File: config.mk
export PLATFORM = sky130hd
export DESIGN_NAME = intc_unit
export DESIGN_NICKNAME = d
export VERILOG_FILES = /design/src/rtl/intc_pkg.sv /design/src/rtl/intc_sync.sv /design/src/rtl/intc_src_cell.sv /design/src/rtl/intc_prio_enc.sv /design/src/rtl/intc_unit.sv
export SDC_FILE = /design/constraint.sdc
export NUM_CORES = 1
export LEC_CHECK = 0
export BUFFER_PORTS_ARGS = -buffer_cell sky130_fd_sc_hd__buf_2
export CAP_MARGIN = 10
export CORE_MARGIN = 2
export CORE_UTILIZATION = 50
export DETAILED_ROUTE_END_ITERATION = 10
export PLACE_DENSITY = 0.69
export REMOVE_ABC_BUFFERS = 1
export SYNTH_ARGS = -nofsm -noshare
export SYNTH_HDL_FRONTEND = slang
export SYNTH_SLANG_ARGS = --single-unit
File: constraint.sdc
create_clock -name clk -period 2.1 [get_ports clk]
set_input_delay 0 -clock clk [delete_from_list [all_inputs] [get_ports clk]]
set_output_delay 0 -clock clk [all_outputs]
set_load 0.01 [all_outputs]
File: src/rtl/intc_pkg.sv
package intc_pkg;
    typedef enum logic [2:0] {
        REG_PEND   = 3'd0,
        REG_ENA    = 3'd1,
        REG_ROUTE  = 3'd2,
        REG_POL    = 3'd3,
        REG_TRIG   = 3'd4,
        REG_ORDER  = 3'd5,
        REG_MPEND  = 3'd6,
        REG_TOPSRC = 3'd7
    } reg_sel_e;
endpackage

File: src/rtl/intc_sync.sv
module intc_sync #(
    parameter int unsigned      WIDTH   = 32,
    parameter logic [WIDTH-1:0] RST_VAL = '1
) (
    input  logic             clk,
    input  logic             rst_n,
    input  logic [WIDTH-1:0] async_in,
    output logic [WIDTH-1:0] sync_out
);
    logic [WIDTH-1:0] stage1_q;
    logic [WIDTH-1:0] stage2_q;

    always_ff @(posedge clk or negedge rst_n) begin
        if (!rst_n) begin
            stage1_q <= RST_VAL;
            stage2_q <= RST_VAL;
        end else begin
            stage1_q <= async_in;
            stage2_q <= stage1_q;
        end
    end

    assign sync_out = stage2_q;
endmodule

File: src/rtl/intc_src_cell.sv
module intc_src_cell (
    input  logic clk,
    input  logic rst_n,
    input  logic line_sync,
    input  logic pol_high,
    input  logic edge_mode,
    input  logic ack,
    output logic pend
);
    logic active;
    logic prev_q;
    logic pend_q;
    logic rise;

    // polarity conditioning: 1 = active high, 0 = active low
    assign active = pol_high ? line_sync : ~line_sync;
    assign rise   = active & ~prev_q;

    always_ff @(posedge clk or negedge rst_n) begin
        if (!rst_n) begin
            prev_q <= 1'b0;
            pend_q <= 1'b0;
        end else begin
            prev_q <= active;
            if (edge_mode) begin
                pend_q <= rise | (pend_q & ~ack);
            end else begin
                pend_q <= active;
            end
        end
    end

    assign pend = pend_q;

    AST_EDGE_ACK_CLEARS: assert property (@(posedge clk) disable iff (!rst_n)
        (edge_mode && ack && !rise) |=> !pend_q);
    AST_EDGE_HOLDS: assert property (@(posedge clk) disable iff (!rst_n)
        (edge_mode && pend_q && !ack) |=> pend_q);
    AST_LEVEL_FOLLOWS: assert property (@(posedge clk) disable iff (!rst_n)
        (!edge_mode && active) |=> pend_q);
endmodule

File: src/rtl/intc_prio_enc.sv
module intc_prio_enc #(
    parameter int unsigned NUM_SRC = 32,
    localparam int unsigned ID_W   = $clog2(NUM_SRC)
) (
    input  logic               clk,
    input  logic               rst_n,
    input  logic [NUM_SRC-1:0] req,
    input  logic               low_first,
    output logic               valid,
    output logic [ID_W-1:0]    src_id
);
    always_comb begin
        valid  = 1'b0;
        src_id = '0;
        if (low_first) begin
            // walk downward so the smallest source number is written last
            for (int i = NUM_SRC - 1; i >= 0; i--) begin
                if (req[NUM_SRC-1-i]) begin
                    valid  = 1'b1;
                    src_id = ID_W'(i);
                end
            end
        end else begin
            // walk upward so the largest source number is written last
            for (int i = 0; i < NUM_SRC; i++) begin
                if (req[NUM_SRC-1-i]) begin
                    valid  = 1'b1;
                    src_id = ID_W'(i);
                end
            end
        end
    end

    AST_WINNER_PENDING: assert property (@(posedge clk) disable iff (!rst_n)
        valid |-> req[NUM_SRC-1-int'(src_id)]);
endmodule

File: src/rtl/intc_unit.sv
module intc_unit #(
    parameter int unsigned NUM_SRC = 32
) (
    input  logic               clk,
    input  logic               rst_n,
    input  logic [NUM_SRC-1:0] irq_in,
    input  logic               reg_we,
    input  logic [2:0]         reg_addr,
    input  logic [NUM_SRC-1:0] reg_wdata,
    output logic [NUM_SRC-1:0] reg_rdata,
    output logic               irq_norm_o,
    output logic               irq_crit_o
);
    import intc_pkg::*;

    localparam int unsigned ID_W = $clog2(NUM_SRC);

    logic [NUM_SRC-1:0] ena_q;
    logic [NUM_SRC-1:0] route_q;
    logic [NUM_SRC-1:0] pol_q;
    logic [NUM_SRC-1:0] trig_q;
    logic               order_q;
    logic [NUM_SRC-1:0] line_sync;
    logic [NUM_SRC-1:0] ack_vec;
    logic [NUM_SRC-1:0] pend_vec;
    logic [NUM_SRC-1:0] masked;
    logic               top_valid;
    logic [ID_W-1:0]    top_id;
    reg_sel_e           sel;

    assign sel = reg_sel_e'(reg_addr);

    // configuration registers
    always_ff @(posedge clk or negedge rst_n) begin
        if (!rst_n) begin
            ena_q   <= '0;
            route_q <= '0;
            pol_q   <= '0;
            trig_q  <= '0;
            order_q <= 1'b0;
        end else if (reg_we) begin
            unique case (sel)
                REG_ENA:   ena_q   <= reg_wdata;
                REG_ROUTE: route_q <= reg_wdata;
                REG_POL:   pol_q   <= reg_wdata;
                REG_TRIG:  trig_q  <= reg_wdata;
                REG_ORDER: order_q <= reg_wdata[0];
                default:   ;
            endcase
        end
    end

    // write-one-to-clear strobes for the pending word
    assign ack_vec = (reg_we && sel == REG_PEND) ? reg_wdata : '0;

    intc_sync #(.WIDTH(NUM_SRC), .RST_VAL('1)) u_sync (
        .clk      (clk),
        .rst_n    (rst_n),
        .async_in (irq_in),
        .sync_out (line_sync)
    );

    for (genvar g = 0; g < NUM_SRC; g++) begin : g_src
        intc_src_cell u_cell (
            .clk       (clk),
            .rst_n     (rst_n),
            .line_sync (line_sync[g]),
            .pol_high  (pol_q[g]),
            .edge_mode (trig_q[g]),
            .ack       (ack_vec[g]),
            .pend      (pend_vec[g])
        );
    end

    assign masked = pend_vec & ena_q;

    intc_prio_enc #(.NUM_SRC(NUM_SRC)) u_prio (
        .clk       (clk),
        .rst_n     (rst_n),
        .req       (masked),
        .low_first (order_q),
        .valid     (top_valid),
        .src_id    (top_id)
    );

    // registered request outputs
    always_ff @(posedge clk or negedge rst_n) begin
        if (!rst_n) begin
            irq_norm_o <= 1'b0;
            irq_crit_o <= 1'b0;
        end else begin
            irq_norm_o <= |(masked & route_q);
            irq_crit_o <= |(masked & ~route_q);
        end
    end

    // read mux
    always_comb begin
        reg_rdata = '0;
        unique case (sel)
            REG_PEND:   reg_rdata = pend_vec;
            REG_ENA:    reg_rdata = ena_q;
            REG_ROUTE:  reg_rdata = route_q;
            REG_POL:    reg_rdata = pol_q;
            REG_TRIG:   reg_rdata = trig_q;
            REG_ORDER:  reg_rdata[0] = order_q;
            REG_MPEND:  reg_rdata = masked;
            REG_TOPSRC: begin
                reg_rdata[NUM_SRC-1] = top_valid;
                reg_rdata[ID_W-1:0]  = top_id;
            end
            default:    reg_rdata = '0;
        endcase
    end

    AST_IDLE_QUIET: assert property (@(posedge clk) disable iff (!rst_n)
        !top_valid |=> (!irq_norm_o && !irq_crit_o));
endmodule

-- Word-level counts from Yosys, hierarchy flattened
Cells that the tools add are included.
Widths: inputs -> output; s select.
- equality and inequality tests: 7
- multiplexer cells: 198
- bitwise operators: 196
- reduce and logical (&&, ||, !) cells: 9
- operators by type and width (operator ; count):
    $mux 5 ; 49
    $pmux 26 s6 ; 1
    $mux 1 ; 130
    $and 32x32->32 ; 3
    $not 1->1 ; 96
    $and 1x1->1 ; 64
    $reduce_or 32->1 ; 2
    $mux 32 ; 1
    $mux 4 ; 8
    $not 32->32 ; 1
    $or 1x1->1 ; 32
    $pmux 4 s7 ; 1
    $eq 3x3->1 const B ; 4
    $mux 3 ; 4
    $reduce_and 2->1 ; 5
    $pmux 1 s8 ; 1
    $pmux 1 s7 ; 1
    $eq 3x2->1 const B ; 2
    $mux 2 ; 2
    $eq 3x1->1 const B ; 1
    $logic_not 3->1 ; 1
    $logic_and 1x1->1 ; 1
- flip-flop bits (word level): 259
- output and inout port bits: 34
- logic and storage cells: 483

-- Logic depth before layout (Yosys ltp)
Gate-level depths: netlist of run 1.
- depth in word-level cells: 35
- mapped depth: 8
- gate-level depth less buffers: 6

-- Hierarchy
A second synthesis of run 1 with hierarchy kept.
- cells, all modules: 1002
- area, all modules: 11805.1 um^2
- modules (own cells, without submodules) (module ; instances ; cells each ; area each (um^2) ; sequential area each (um^2)):
    intc_unit ; 1 ; 630 ; 6969.2 ; 3278.1
    intc_src_cell ; 32 ; 6 ; 76.3 ; 50.0
    intc_sync ; 1 ; 64 ; 1681.6 ; 1681.6
    intc_prio_enc ; 1 ; 116 ; 711.9 ; 0.0

-- Worst setup path after synthesis of run 1
OpenSTA, ideal clock, no wires.
- path type: flip-flop to output port
- start: reg g_src[3].u_cell.pend_q
- end: out reg_rdata[2]
- data arrival time: 1638 ps
- required time: 2100 ps
- path slack: 462 ps
- stages on the path, launching flop included: 8
- cell sequence: dfrtp_1 > buf_6 > a22o_4 > o211ai_2 > a21boi_1 > o21bai_2 > a211oi_1 > or4_1
- word-level cells in the longest chain between the ends: 32
- elaborated cells between the ends (all ways): 36
- classes of those cells: 35 x mux; 1 x bitwise
- ends and longest elaborated chain (what ; RTL line ; source):
    from (decl) ; intc_src_cell.sv:12 ; logic pend_q;
    from (signal assigned) ; intc_src_cell.sv:26 ; pend_q <= rise | (pend_q & ~ack);
    from (signal assigned) ; intc_src_cell.sv:28 ; pend_q <= active;
    $and 32x32->32 (*) ; intc_unit.sv:75 ; assign masked = pend_vec & ena_q;
    $mux 5 (29 in series) ; intc_prio_enc.sv:18 ; if (req[NUM_SRC-1-i]) begin
    $mux 5 (*) ; intc_prio_enc.sv:15 ; if (low_first) begin
    $pmux 4 s7 (*) ; intc_unit.sv:100 ; unique case (sel)
    to (decl) ; intc_unit.sv:10 ; output logic [NUM_SRC-1:0] reg_rdata,
Every way passes the cells marked *; elsewhere a longest branch is shown, timed or not.

-- Worst setup path after layout of run 1
- start: reg g_src[25].u_cell.pend_q
- end: out reg_rdata[2]
- word-level cells in the longest chain between the ends: 29
- elaborated cells between the ends (all ways): 36
- classes of those cells: 35 x mux; 1 x bitwise
- ends and longest elaborated chain (what ; RTL line ; source):
    from (decl) ; intc_src_cell.sv:12 ;
    from (signal assigned) ; intc_src_cell.sv:26 ;
    from (signal assigned) ; intc_src_cell.sv:28 ;
    $and 32x32->32 (*) ; intc_unit.sv:75 ;
    $mux 3 (2 in series) ; intc_prio_enc.sv:26 ; if (req[NUM_SRC-1-i]) begin
    $mux 4 (8 in series) ; intc_prio_enc.sv:26 ;
    $mux 5 (16 in series) ; intc_prio_enc.sv:26 ;
    $mux 5 (*) ; intc_prio_enc.sv:15 ;
    $pmux 4 s7 (*) ; intc_unit.sv:100 ;
Marked as above.

==> summary.txt, run 1 <==
RSZ-0062 raised after global routing - yes
Number of max-cap violations - 0
Detail Placement HPWL - 24000 microns
Num ports - 104
Post-synth top area cell - dfrtp_1
P_int - 11.3 mW
Sw frac - 33.3%
Final Cycle Share - 115%
Max Buffers Root-to-Sink - 3
CP Cell Sequence - a22oi_2 -> buf_4 -> nor2b_4 -> nor2_1 -> o211ai_1 -> a31oi_1 -> or4_4 -> buf_6
Synth-to-Final Area Change - 29.0%
Wire per inst - 22.2 microns
Gp weighted congestion - 0.977
Post-synth EDFFs - 0
Nature of the critical path startpoint - register
CTS H-Tree Depth - 1
Psw - 5.67 mW
Total gr overflow - 0
First DRT Iteration DRCs - 801
DP Worst Slack - 0.164 ns
First-pass GRT wire length - 54900 microns
Initial core utilization - 50.6%
Sequential Power Share - 42.2%
Max stage delay on crit path - 0.46 ns
Slew Limit Fails - 0
Width of the die - 157 microns
Layout cells sized above 1 - 34.6%
Die area - 24800 sq um
Final min period - 2.41 ns
Core area - 23300 sq um
Peak supply drop - 0.819 mV
Pwr Total - 17.0 mW
DRC viols - 0
TritonCTS Buffers - 27
Max-slew headroom - 53.3%
Routed WL - 35300 microns
Crit path capture type - output port
Synth cell types - 67
Fmax - 414 MHz
Seq/Total Area, Yosys - 55.8%
CTS tree - built
Clk pwr share - 27.3%
Antenna violations before repair - 0
Critical Path AT - 2.41 ns
Post-Syn Area - 11800 sq um
Pin count of the biggest net entering global routing - 77
Status - finished with violations
Area fraction of the dominant cell type after synthesis - 41.5%
Slowest stage cell, crit path - or4_4
Final setup vio count - 6
Top_reg_cell synth - dfrtp_1
I/O Buffers - 103
# diodes - 0
Clock skew - 0.0162 ns
Synth top area cells - dfrtp_1, dfstp_2, mux2_1
Post-Syn Instances - 982
Post-Syn Area per Cell - 12.0 sq um
Slew of the pin with the lowest slew margin - 0.698 ns
DR vias - 9453
# rows - 56
Hold Vio Cnt, Final - 0
Buf/Inv on CP - 2
CP Class - register to output port
CP delay by family, top - simple AND/OR/NAND/NOR gates
DRT Pass-1 Iters - 5
Worst-Skew Late Latency - 0.55 ns
Max FO, Critical Path - 4
Net count, final - 1319
Seq cells post-synth - 259
Chip Height - 157 microns
Pwr/cell area - 1120 nW/um^2
Total negative slack - -1.26 ns
Antenna-violating nets left - 0
Post-DR vias/cell - 5.95
Sink Count - 259
Hold Path Class - input pin to asynchronous set/reset pin
Tot GR Track Use - 28.9%
Final Worst Setup Slack - -0.313 ns
Clock Pin Slew Worst Setup and Hold Paths - 0.06 ns
Synth warnings - 0
Combinational share of power - 30.5%
Critical Path RT - 2.10 ns
Failing checks - setup timing
Leakage - 6.58 nW
Number of global-route vias before repair - 9627
Asr flop ratio synth - 100%
Root Driver - clkbuf_16
final cells by class:
type,count,area [sq um]
Multi-Input combinational cell,673,5180
Timing Repair Buffer,280,2130
Clock inverter,8,68.8
Inverter,8,30.0
Clock buffer,42,792
Fill cell,1848,8090
Tap cell,319,399
Sequential cell,259,6580
registers in the layout, indices dropped and copies added, names as in the netlist:
name	cells
irq_norm_o	1
g_src.u_cell.pend	32
trig_q	32
g_src.u_cell.prev_q	32
irq_crit_o	1
order_q	1
route_q	32
pol_q	32
u_sync.sync_out	32
ena_q	32
u_sync.stage1_q	32
Yosys cell counts, types with 18 or more instances:
master   count
nor2_1      31
o22ai_1     25
a32o_1      32
dfstp_2     64
mux2_1      76
mux2_2      52
nand2_1    124
mux2i_1     25
a22oi_1     39
a21o_1      18
buf_2       25
dfrtp_1    195
nand3_1     28
o21ai_0     36
a21oi_1     37
xnor2_1     32
power by group through the flow:
stage               Sequential, mW  Combinational (mW)  Clock, mW
finish                        7.18                5.19       4.65
floorplan                     6.93                2.58          0
detailed placement            7.21                4.30          0
global route                  7.30                5.58       4.94
global placement              7.17                4.27          0
CTS                           7.15                4.97       4.75
layout by cell type (no fill, tap or decap), types with 7 or more instances in the layout:
| cell type | Yosys | layout |
|---|---|---|
| buf_4 | 3 | 104 |
| and2_1 | 11 | 8 |
| a21oi_1 | 37 | 33 |
| o22ai_1 | 25 | 25 |
| nand3_1 | 28 | 25 |
| dfrtp_1 | 195 | 184 |
| xnor2_1 | 32 | 32 |
| mux2_2 | 52 | 52 |
| buf_2 | 25 | 99 |
| a32o_1 | 32 | 32 |
| dfstp_2 | 64 | 64 |
| clkbuf_1 | 10 | 9 |
| a21o_1 | 18 | 18 |
| inv_1 | 8 | 8 |
| mux2_1 | 76 | 76 |
| nor2b_1 | 8 | 8 |
| a22oi_1 | 39 | 35 |
| clkbuf_16 | 0 | 27 |
| nor2_1 | 31 | 29 |
| o21ai_0 | 36 | 33 |
| mux2i_1 | 25 | 25 |
| dfrtp_2 | 0 | 11 |
| nand4_1 | 7 | 7 |
| nand2_2 | 1 | 7 |
| nand2_1 | 124 | 118 |
| dlygate4sd3_1 | 0 | 66 |
| buf_12 | 0 | 7 |
cell families after synthesis:
group,count (synthesis),share of synthesized area (%)
AO/OA/AOI/OAI,247,15.2
XOR/XNOR,32,2.38
buffers and inverters,50,2.15
flip-flops,259,55.8
multiplexers,155,14.8
AND/OR/NAND/NOR,239,9.66
routing by layer:
metal,track usage [%],vias to the layer above,part of all wire (%)
li1,-,4195,-
met1,39.9,4770,43
met2,46.9,405,47
met3,4.60,83,6.6
met4,9.61,0,3.5
met5,0,-,0
per-stage QoR:
stage / hold slack, ns / instances / area, sq um / utilization (%)
after global placement: 0.0310 / 1439 / 13200 / 56.6
after detailed placement: 0.0294 / 1439 / 13200 / 56.6
after global routing: 0.0793 / 1589 / 15200 / 65.2
after floorplan: -0.296 / 940 / 11500 / -
final: 0.0378 / 1589 / 15200 / 65.2
after CTS: 0.0395 / 1578 / 15100 / 64.8
worst paths after layout:
kind / from / endpoint / slack [ns] / cells after the start
worst max-delay path: g_src[25].u_cell.pend$_DFF_PN0_ / reg_rdata[2] / -0.31 / 8
worst min-delay path: rst_n / pol_q[9]$_DFFE_PN0P_ / 0.04 / 2
worst max register to register: g_src[13].u_cell.pend$_DFF_PN0_ / irq_norm_o$_DFF_PN0_ / 0.12 / 7
worst min register to register: u_sync.stage1_q[19]$_DFF_PN1_ / u_sync.sync_out[19]$_DFF_PN1_ / 0.35 / 0
max in group asynchronous: rst_n / ena_q[3]$_DFFE_PN0P_ / 1.29 / 3
min in group clk: irq_in[8] / u_sync.stage1_q[8]$_DFF_PN1_ / 0.09 / 2
repair_timing:
| item | CTS | global route |
|---|---|---|
| pin swaps | 14 | 12 |
| setup endpoints to repair | 6 | 6 |
| hold buffers | 66 | 0 |
| hold endpoints to repair | 408 | 0 |
| gates resized for setup | 52 | 8 |
| buffers inserted | 23 | 11 |
No activity file was read; power rests on OpenSTA's default activity.
==> inputs of run 2 (changes only) <==
--- a/config.mk
+++ b/config.mk
@@ -5,6 +5,7 @@
 export SDC_FILE = /design/constraint.sdc
 export NUM_CORES = 1
 export LEC_CHECK = 0
+export ABC_AREA = 1
 export BUFFER_PORTS_ARGS = -buffer_cell sky130_fd_sc_hd__buf_2
 export CAP_MARGIN = 10
 export CORE_MARGIN = 2
==> run 2 against run 1 <==
The run still ends with setup timing left. Sequential share of layout area up 1.7 points. Routed wire length decreased by 13%. Synthesized cell count grew 24%. Core utilization grew 1.3 points. First-iteration DRC count decreased by 4.4%. Cell count is 12% higher. Largest power group unchanged. Clock-buffer cell count fell by 3. Synthesized area decreased by 4.8%. Critical path type unchanged. Critical path depth is 26 higher. Setup slack worse by 0.71 ns. Die area is 4.7% lower.
==> summary.txt, run 2 <==
Pin count of the biggest net entering global routing - 77 (unchanged)
Final Worst Setup Slack - -1.03 ns (-0.713 ns)
First-pass GRT wire length - 49900 microns (-9.1%)
Compound-Gate Fraction of Synth Area - 14.7% (-0.58 points)
Chip Height - 154 microns (-2.4%)
Cell total after placement - 1650 (+15%)
CTS tree - built
Slowest stage cell, crit path - dfrtp_1
Num ports - 104 (unchanged)
Antenna violations before repair - 0 (unchanged)
Fmax - 320 MHz (-23%)
Crit path capture type - output port
Clock skew - 0.0171 ns (+0.000980 ns)
Synth warnings - 0 (unchanged)
DP Worst Slack - -0.398 ns (-0.562 ns)
Total gr overflow - 0 (unchanged)
Net count, final - 1544 (+17%)
TritonCTS Buffers - 27 (unchanged)
Combinational share of power - 25.2% (-5.3 points)
Root Driver - clkbuf_16
Leakage - 7.04 nW (+6.9%)
Final Cycle Share - 149% (+34 points)
Psw - 4.96 mW (-13%)
# rows - 54 (-3.6%)
Clock Pin Slew Worst Setup and Hold Paths - 0.06 ns (about the same)
Mux cell area share after synthesis - 0% (-15 points)
Status - finished with violations
Critical Path RT - 2.10 ns (about the same)
Pwr/cell area - 1070 nW/um^2 (-4.2%)
Post-Syn Instances - 1216 (+24%)
Nature of the critical path startpoint - register
CTS H-Tree Depth - 1 (unchanged)
P_int - 10.7 mW (-5.7%)
Sw frac - 31.7% (-1.7 points)
CP Class - register to output port
Most used cell along the critical path - nand2_1
Number of global-route vias before repair - 9559 (-0.71%)
Synth-to-Final Area Change - 30.2%
Area fraction of the dominant cell type after synthesis - 43.6% (+2.1 points)
First DRT Iteration DRCs - 766 (-4.4%)
Synth Area in Simple Gates - 20.3% (+11 points)
Post-Syn Area per Cell - 9.20 sq um (-23%)
Main combinational cell family by area after synthesis - simple AND/OR/NAND/NOR gates
Critical Path AT - 3.13 ns (+0.72 ns)
Die area - 23600 sq um (-4.7%)
Seq/Total Area, Yosys - 58.6% (+2.8 points)
Gp weighted congestion - 0.901 (-7.8%)
Synth top cells by count - nand2_1, dfrtp_1, o21ai_0
Most common cell after layout, fill and taps aside - nand2_1
Wire per inst - 17.3 microns (-22%)
Sink Count - 259 (unchanged)
Asr flop ratio synth - 100% (unchanged)
# diodes - 0 (unchanged)
Slew Limit Fails - 0 (unchanged)
Post-synthesis adder-cell area fraction - 0% (unchanged)
Failing checks - setup timing
Peak supply drop - 0.737 mV (-9.9%)
Hold Vio Cnt, Final - 0 (unchanged)
DRC viols - 0 (unchanged)
DR vias - 9730 (+2.9%)
Top-count cell post-synth - nand2_1
Sequential Power Share - 43.2% (+1.0 points)
Post-synth top area cell - dfrtp_1
Most frequent cells in the layout - nand2_1, dfrtp_1, o21ai_0, buf_2, buf_4
Max-slew headroom - 60.9% (+7.6 points)
Final min period - 3.13 ns (+0.713 ns)
Number of max-cap violations - 0 (unchanged)
Hold Path Class - input pin to asynchronous set/reset pin
Clk pwr share - 31.5% (+4.2 points)
Max stage delay on crit path - 0.39 ns (-0.07 ns)
Routed WL - 30700 microns (-13%)
Post-synth EDFFs - 0 (unchanged)
I/O Buffers - 103 (unchanged)
Xor-xnor portion of the synthesized cell area - 2.50% (+0.12 points)
Slew of the pin with the lowest slew margin - 0.587 ns (-0.111 ns)
Tot GR Track Use - 26.2% (-2.7 points)
Antenna-violating nets left - 0 (unchanged)
Layout cells sized above 1 - 25.9% (-8.7 points)
Synth top area cells - dfrtp_1, dfstp_2, nand2_1
DRT Pass-1 Iters - 8 (+3)
Synth cell types - 31 (-54%)
Cell Count, Final, Fillers Out - 1775 (+12%)
Max FO, Critical Path - 2 (-2)
Top_reg_cell synth - dfrtp_1
Post-Syn Area - 11200 sq um (-4.8%)
Detail Placement HPWL - 20300 microns (-15%)
Final setup vio count - 5 (-1)
Core area - 21900 sq um (-5.9%)
Max Buffers Root-to-Sink - 3 (unchanged)
Initial core utilization - 51.1% (+0.57 points)
RSZ-0062 raised after global routing - yes
Worst-Skew Late Latency - 0.55 ns (about the same)
Seq cells post-synth - 259 (unchanged)
Width of the die - 154 microns (-2.4%)
Post-DR vias/cell - 5.48 (-7.9%)
run 2: changes by cell type after synthesis, moves of 24 or more:
cell,delta
a32o_1,-32
buf_2,-25
clkbuf_1,+29
inv_1,+58
mux2_1,-76
mux2_2,-52
mux2i_1,-25
nand2_1,+284
nand4_1,+24
o211ai_1,+30
o21ai_0,+104
run 2: worst paths after layout:
path,from,endpoint,slack (ns),depth (start not counted)
worst max-delay path,g_src[29].u_cell.pend$_DFF_PN0_,reg_rdata[0],-1.03,34
worst min-delay path,rst_n,g_src[18].u_cell.pend$_DFF_PN0_,0.03,2
worst max register to register,g_src[21].u_cell.pend$_DFF_PN0_,irq_crit_o$_DFF_PN0_,0.38,8
worst min register to register,u_sync.stage1_q[16]$_DFF_PN1_,u_sync.sync_out[16]$_DFF_PN1_,0.35,0
max in group asynchronous,rst_n,u_sync.sync_out[3]$_DFF_PN1_,1.25,3
min in group clk,irq_in[6],u_sync.stage1_q[6]$_DFF_PN1_,0.08,2
run 2: power groups by stage:
stage          registers [mW]  clock network (mW)  logic, mW
3_5_place_dp             6.81                   0       3.55
5_1_grt                  6.88                5.21       4.43
4_1_cts                  6.74                5.01       3.76
6_report                 6.77                4.94       3.95
2_1_floorplan            6.67                   0       2.03
3_3_place_gp             6.78                   0       3.48
run 2: critical path: cells and delay by family, from the launching register on:
kind,cells,cell delay [ns]
AOI/OAI and AO/OA,3,0.39
DFF,1,0.39
buffers and inverters,2,0.21
and+or+nand+nor,29,1.58
run 2: logic make-up after synthesis:
kind of cell	count (synthesis)
flip-flops	259
XOR/XNOR	32
AO/OA/AOI/OAI	276
AND/OR/NAND/NOR	533
buffers and inverters	116
run 2: layer usage:
layer,wire length (microns),vias up,global-route usage [%]
met5,0,-,0
met4,925,0,8.13
met3,2280,69,4.17
met2,14300,405,42.3
met1,13200,4659,36.8
li1,-,4597,-
run 2: per-stage QoR:
stage	util [%]	power [mW]	TNS, ns	area, sq um	hold WS, ns
2_1_floorplan	-	8.70	-19.80	11000	-0.296
3_3_place_gp	58.1	10.3	-0.485	12700	0.0280
3_5_place_dp	58.1	10.4	-0.486	12700	0.0266
4_1_cts	65.8	15.5	-2.37	14400	0.0367
5_1_grt	66.5	16.5	-3.12	14600	0.0683
6_report	66.5	15.7	-2.24	14600	0.0270
run 2: area by class of cell:
type	instances	area, sq um
Timing Repair Buffer	273	2110
Clock inverter	11	120
Tap cell	280	350
Clock buffer	39	821
Multi-Input combinational cell	841	4340
Inverter	72	272
Sequential cell	259	6560
Fill cell	1742	7320
run 2: what timing repair did:
action | in CTS | in global routing
resized for setup | 22 | 34
cloned | 0 | 0
endpoints found under the setup margin | 6 | 6
setup buffers | 0 | 6
pin swaps | 8 | 20
hold buffers | 69 | 0
hold endpoints to repair | 409 | 0
